`src/rtl/txdma_pkg.sv`:
```
package txdma_pkg;
    typedef enum logic [1:0] {
        ST_IDLE,
        ST_FETCH,
        ST_WAIT,
        ST_SEND
    } txdma_state_e;

    localparam logic [1:0] OFS_ADDR  = 2'd0;
    localparam logic [1:0] OFS_COUNT = 2'd1;
    localparam logic [1:0] OFS_CTRL  = 2'd2;
    localparam logic [1:0] OFS_GO    = 2'd3;
endpackage

```
`src/rtl/txdma_regs.sv`:
```
module txdma_regs
    import txdma_pkg::*;
#(
    parameter int ADDR_W = 16,
    parameter int CNT_W  = 16,
    parameter int REG_W  = 16
) (
    input  logic              clk,
    input  logic              rst_n,
    input  logic              wr_en,
    input  logic [1:0]        ofs,
    input  logic [REG_W-1:0]  wr_data,
    input  logic              busy,
    input  logic              step,
    input  logic              done,
    output logic [REG_W-1:0]  rd_data,
    output logic [ADDR_W-1:0] cur_addr,
    output logic              go,
    output logic              cnt_zero,
    output logic              cnt_last,
    output logic              irq
);
    logic [ADDR_W-1:0] base_q;
    logic [CNT_W-1:0]  cnt_q;
    logic              irq_q;
    logic              ack_wr;

    assign ack_wr   = wr_en && (ofs == OFS_CTRL);
    assign go       = wr_en && (ofs == OFS_GO) && !busy;
    assign cnt_zero = (cnt_q == '0);
    assign cnt_last = (cnt_q == CNT_W'(1));
    assign cur_addr = base_q;
    assign irq      = irq_q;

    always_ff @(posedge clk) begin
        if (!rst_n) begin
            base_q <= '0;
            cnt_q  <= '0;
            irq_q  <= 1'b0;
        end else begin
            if (step) begin
                base_q <= base_q + ADDR_W'(1);
                cnt_q  <= cnt_q - CNT_W'(1);
            end else if (wr_en && !busy) begin
                if (ofs == OFS_ADDR)  base_q <= wr_data[ADDR_W-1:0];
                if (ofs == OFS_COUNT) cnt_q  <= wr_data[CNT_W-1:0];
            end
            if (done)        irq_q <= 1'b1;
            else if (ack_wr) irq_q <= 1'b0;
        end
    end

    always_comb begin
        unique case (ofs)
            OFS_ADDR:  rd_data = REG_W'(base_q);
            OFS_COUNT: rd_data = REG_W'(cnt_q);
            OFS_CTRL:  rd_data = REG_W'({irq_q, busy});
            default:   rd_data = '0;
        endcase
    end

    // a pending interrupt survives until acknowledged
    p_irq_hold_r10: assert property (@(posedge clk) disable iff (!rst_n)
        irq_q && !ack_wr |=> irq_q);

    // software cannot disturb address or count during a transfer
    p_locked_busy_r9: assert property (@(posedge clk) disable iff (!rst_n)
        busy && !step |=> $stable(base_q) && $stable(cnt_q));
endmodule

```
`src/rtl/txdma_fsm.sv`:
```
module txdma_fsm
    import txdma_pkg::*;
#(
    parameter int BYTE_W = 8
) (
    input  logic              clk,
    input  logic              rst_n,
    input  logic              go,
    input  logic              cnt_zero,
    input  logic              cnt_last,
    input  logic              mem_gnt,
    input  logic              mem_rvalid,
    input  logic [BYTE_W-1:0] mem_rdata,
    input  logic              tx_ready,
    output logic              busy,
    output logic              step,
    output logic              done,
    output logic              mem_req,
    output logic              tx_valid,
    output logic [BYTE_W-1:0] tx_data
);
    txdma_state_e state_q, state_d;
    logic [BYTE_W-1:0] byte_q;

    always_ff @(posedge clk) begin
        if (!rst_n) state_q <= ST_IDLE;
        else        state_q <= state_d;
    end

    always_ff @(posedge clk) begin
        if (!rst_n)                                byte_q <= '0;
        else if (state_q == ST_WAIT && mem_rvalid) byte_q <= mem_rdata;
    end

    always_comb begin
        state_d = state_q;
        unique case (state_q)
            ST_IDLE:  if (go && !cnt_zero) state_d = ST_FETCH;
            ST_FETCH: if (mem_gnt)         state_d = ST_WAIT;
            ST_WAIT:  if (mem_rvalid)      state_d = ST_SEND;
            ST_SEND:  if (tx_ready)        state_d = cnt_last ? ST_IDLE : ST_FETCH;
        endcase
    end

    always_comb begin
        busy     = (state_q != ST_IDLE);
        mem_req  = (state_q == ST_FETCH);
        tx_valid = (state_q == ST_SEND);
        tx_data  = byte_q;
        step     = (state_q == ST_SEND) && tx_ready;
        done     = ((state_q == ST_IDLE) && go && cnt_zero) ||
                   ((state_q == ST_SEND) && tx_ready && cnt_last);
    end

    // an offered byte stays put until taken
    p_tx_hold_r5: assert property (@(posedge clk) disable iff (!rst_n)
        tx_valid && !tx_ready |=> tx_valid && $stable(tx_data));

    // never a request while a byte is still waiting for the transmitter
    p_one_in_flight_r6: assert property (@(posedge clk) disable iff (!rst_n)
        !(mem_req && tx_valid));
endmodule

```
`src/rtl/txdma_engine.sv`:
```
module txdma_engine
    import txdma_pkg::*;
#(
    parameter int ADDR_W = 16,
    parameter int CNT_W  = 16,
    parameter int REG_W  = 16,
    parameter int BYTE_W = 8
) (
    input  logic              clk,
    input  logic              rst_n,
    input  logic              reg_wr,
    input  logic [1:0]        reg_addr,
    input  logic [REG_W-1:0]  reg_wdata,
    output logic [REG_W-1:0]  reg_rdata,
    output logic              mem_req,
    output logic [ADDR_W-1:0] mem_addr,
    input  logic              mem_gnt,
    input  logic              mem_rvalid,
    input  logic [BYTE_W-1:0] mem_rdata,
    output logic              tx_valid,
    output logic [BYTE_W-1:0] tx_data,
    input  logic              tx_ready,
    output logic              irq
);
    logic busy, step, done, go, cnt_zero, cnt_last;

    txdma_regs #(.ADDR_W(ADDR_W), .CNT_W(CNT_W), .REG_W(REG_W)) u_regs (
        .clk(clk), .rst_n(rst_n), .wr_en(reg_wr), .ofs(reg_addr),
        .wr_data(reg_wdata), .busy(busy), .step(step), .done(done),
        .rd_data(reg_rdata), .cur_addr(mem_addr), .go(go),
        .cnt_zero(cnt_zero), .cnt_last(cnt_last), .irq(irq)
    );

    txdma_fsm #(.BYTE_W(BYTE_W)) u_fsm (
        .clk(clk), .rst_n(rst_n), .go(go), .cnt_zero(cnt_zero),
        .cnt_last(cnt_last), .mem_gnt(mem_gnt), .mem_rvalid(mem_rvalid),
        .mem_rdata(mem_rdata), .tx_ready(tx_ready), .busy(busy),
        .step(step), .done(done), .mem_req(mem_req),
        .tx_valid(tx_valid), .tx_data(tx_data)
    );

    // request address held until grant
    p_req_stable_r4: assert property (@(posedge clk) disable iff (!rst_n)
        mem_req && !mem_gnt |=> mem_req && $stable(mem_addr));

    // empty start completes at once without touching memory
    p_empty_start_r8: assert property (@(posedge clk) disable iff (!rst_n)
        reg_wr && reg_addr == OFS_GO && !busy && cnt_zero |=> irq && !mem_req && !busy);
endmodule

```
`config.mk`:
```
export PLATFORM = sky130hd
export DESIGN_NAME = txdma_engine
export DESIGN_NICKNAME = d
export VERILOG_FILES = /design/src/rtl/txdma_pkg.sv /design/src/rtl/txdma_regs.sv /design/src/rtl/txdma_fsm.sv /design/src/rtl/txdma_engine.sv
export SDC_FILE = /design/constraint.sdc
export NUM_CORES = 1
export LEC_CHECK = 0
export ABC_CLOCK_PERIOD_IN_PS = 2200
export BUFFER_PORTS_ARGS = -buffer_cell sky130_fd_sc_hd__buf_2
export CORE_ASPECT_RATIO = 1.25
export CORE_MARGIN = 4
export CORE_UTILIZATION = 52
export DETAILED_ROUTE_END_ITERATION = 7
export GPL_TIMING_DRIVEN = 1
export PLACE_DENSITY = 0.91
export SYNTH_ARGS = -nofsm -noshare
export SYNTH_HDL_FRONTEND = slang
export SYNTH_SLANG_ARGS = --single-unit
```
`constraint.sdc`:
```
create_clock -name clk -period 2.2 [get_ports clk]
set_input_delay 0.11 -clock clk [delete_from_list [all_inputs] [get_ports clk]]
set_output_delay 0.11 -clock clk [all_outputs]
set_load 0.02 [all_outputs]
```
==> summary.md <==
| Metric | Value |
|---|---|
| Worst-margin pin slew | just under 600 ps |
| TritonCTS clock tree | done |
| Worst setup path endpoint | u_fsm.state_q[0] |
| Clock power frac | 29.6% |
| First-pass GRT wire length | 13.6 mm |
| Top_reg_cell synth | dfxtp_1 |
| Clock tree buffer depth | 2 |
| P_leak | 1.34 nW |
| CTS Buf Count | 5 |
| # DRC | 0 |
| Status | finished clean |
| Layout fillers | 408 |
| Switching Fraction | a little under a third |
| Die Ht | around 88 um |
| Vias per cell | between 6 and 7 |
| Combinational share of power | 19.7% |
| CTS Hold Bufs | 0 |
| Setup TNS | 0 ps |
| Peak supply drop | 0.000394 V |
| Warnings, synthesis | 0 |
| Total gr overflow | 0 |
| Post-synth EDFFs | 0 |
| Kind of start point of the critical path | flop |
| Unique cell type count in the Yosys netlist | 54 |
| GRT Total Usage | 27.0% |
| Syn_nets | about 380 |
| Layout area overhead | 20.7% |
| Cell count after placement | 463 |
| Initial Util | 55.0% |
| Sink Count | 43 |
| Clock skew | 5.47 ps |
| Unrepaired setup endpoints after global routing | no |
| F_max | 488 MHz |
| Clock H-tree levels | 2 |
| Post-CTS Resized | 0 |
| Drt first pass iters | 5 |
| Die width | 72.0 um |
| CP Capture Type | flop |
| Most common cell after layout, fill and taps aside | buf_2 |
| Cell area after synthesis | about 2700 sq um |
| Pint | 0.00117 W |
| Port bufs | 74 |
| Worst skew pair latency | 300 ps |
| WL final | 8.16 mm |
| Tmin final | 2050 ps |
| R2R setup slack | 150 ps |
| Number of failing hold endpoints at the final stage | 0 |
| Postcts setup bufs | 0 |
| Crit path max fanout | 6 |
| Worst hold start | mem_rdata[3] |
| Commonest cells after routing, fill and taps aside | buf_2, dfxtp_1, nor2_1, nand2_1, a21oi_1 |
| Post-synthesis register bit count | 43 |
| Period utilisation layout | roughly 93% |
| Switching pwr | 0.000518 W |
| Row Count | 28 |
| Sequential cell area in the final layout | 861 sq um |
| Synthesized instance count | 336 |
| CORE AREA | 4830 sq um |
| Non-filler cells, final | 471 |
| Max-cap viol count | 0 |
| Final #Nets | 449 |
| Full die area | 6330 sq um |
| Final setup fails | 0 |
| Vias | 3032 |
| DRC violation total after the first TritonRoute iteration | 337 |
| Critical path origin | u_fsm.state_q[0] |
| Hold crit path type | primary input to flop |
| Area of the multi-input gates | about 1700 sq um |
| Worst Setup Path Type | flop to flop |
| Register area share after synthesis | 32.4% |
| Syn_area_per_cell | 7.91 sq um |
| Clk slew on worst S/H paths | 80 ps |
| Sequential power share | 50.7% |
| Arr. time, crit path | 2260 ps |
| Slew Viols, Final | 0 |
| Root Buffer | clkbuf_8 |
| Worst R2R End | u_fsm.state_q[0] |
| Req. time, crit path | roughly 2400 ps |
| Initial antenna violation count | 0 |
| Post-detail-place hpwl | 6.30 mm |
| Reg2Reg Launch Point | u_fsm.state_q[0] |
| Pin count of the biggest net entering global routing | 23 |
| Layout cells sized above 1 | roughly a quarter |
| Gp weighted congestion | around 0.93 |
| Wire per inst | approximately 17 um |
| Antenna cell count | 0 |
| PD cells | 525 nW/um^2 |
| Boundary pin count | between 70 and 80 |
| DRT antenna net count | 0 |
| Vias in the first global route | 2903 |
| Async SR Flop Fraction | 0% |
| Reg2Reg Depth | 6 |
| Slew Limit Headroom | about three fifths |
-- registers in the layout (all words and copies together), names as in the netlist --
signal,cells
u_fsm.tx_data,8
u_regs.irq,1
u_fsm.state_q,2
u_regs.cur_addr,16
u_regs.cnt_q,16
-- per-stage QoR --
stage / total power (W) / util, % / worst slack (ps) / instance area (sq um) / hold WS (ps)
finish: 0.00169 / 66.4 / 150 / 3210 / 55.9
global route: 0.00176 / 66.4 / 7.53 / 3210 / 64.8
CTS: 0.00169 / 66.3 / 153 / 3210 / 48.5
detailed placement: 0.00120 / 64.6 / 181 / 3120 / 369
global placement: 0.00119 / 64.6 / 288 / 3120 / 362
floorplan: 0.00107 / - / 202 / 2660 / 258
-- cells by family (layout without fill, tap and decap cells) --
family	Yosys count	after routing	synth area share (%)
and+or+nand+nor	145	145	29.3
AOI/OAI and AO/OA	92	92	23.5
DFF	43	43	32.4
buffers and inverters	31	106	4.75
muxes	18	18	6.82
adders and majority gates	7	7	3.29
-- power by group through the flow --
stage	logic, W	clock network [W]	registers (W)
after floorplan	0.000196	0	0.000873
after global placement	0.000321	0	0.000869
after detailed placement	0.000328	0	0.000871
after CTS	0.000329	0.000508	0.000853
after global routing	0.000366	0.000536	0.000860
final	0.000333	0.000498	0.000854
-- cells in the mapped netlist, drive strengths merged (2+ instances only) --
| master | n | area (sq um) |
|---|---|---|
| a211oi | 7 | 52.6 |
| a21oi | 29 | 145 |
| a22oi | 2 | 15.0 |
| a2bb2oi | 4 | 35.0 |
| a311oi | 6 | 52.6 |
| a31oi | 7 | 43.8 |
| a32oi | 3 | 26.3 |
| and2 | 3 | 18.8 |
| and3 | 2 | 12.5 |
| and4 | 2 | 17.5 |
| buf | 6 | 32.5 |
| clkbuf | 16 | 60.1 |
| dfxtp | 43 | 861 |
| ha | 7 | 87.6 |
| inv | 8 | 30.0 |
| mux2i | 17 | 170 |
| nand2 | 32 | 120 |
| nand3 | 17 | 85.1 |
| nand4 | 9 | 56.3 |
| nand4b | 2 | 17.5 |
| nor2 | 34 | 128 |
| nor2b | 4 | 25.0 |
| nor3 | 10 | 50.1 |
| nor3b | 4 | 35.0 |
| nor4 | 8 | 65.1 |
| o211ai | 3 | 22.5 |
| o21ai | 10 | 50.1 |
| o221ai | 4 | 35.0 |
| o22ai | 2 | 12.5 |
| o2bb2a | 2 | 20.0 |
| o311ai | 5 | 43.8 |
| o31ai | 2 | 15.0 |
| or2 | 2 | 12.5 |
| or3 | 6 | 42.5 |
| or4 | 4 | 30.0 |
-- final cells by class --
class,instances,area share (%)
multi-input cells,262,52.2
well taps,60,2.34
repair buffers,89,15.1
inverters,9,1.05
clock buffers,7,2.38
flip-flops and latches,43,26.8
clock inverters,1,0.156
-- how the worst min path moves through the flow --
stage,endpoint,slack (ps),cells after the start
after floorplan,u_fsm.tx_data[0],260,2
after global placement,u_fsm.tx_data[6],360,3
after detailed placement,u_fsm.tx_data[3],370,3
after CTS,u_fsm.tx_data[3],50,3
after global routing,u_fsm.tx_data[0],60,3
final,u_fsm.tx_data[3],60,3
-- worst max-delay path, cell delays in order (launching register included) --
cell and delay [ps]:
dfxtp_1 350, ha_1 280, buf_4 180, nor2b_1 140, nor4_1 420, mux2_2 400, a31oi_1 190
-- metal layers --
layer | wire length (um) | global-route usage [%]
met4 | 422 | 18.3
met2 | 3750 | 44.0
met5 | 0 | 0
met1 | 3130 | 31.6
met3 | 863 | 5.97
(Power assumes the default switching activity.)
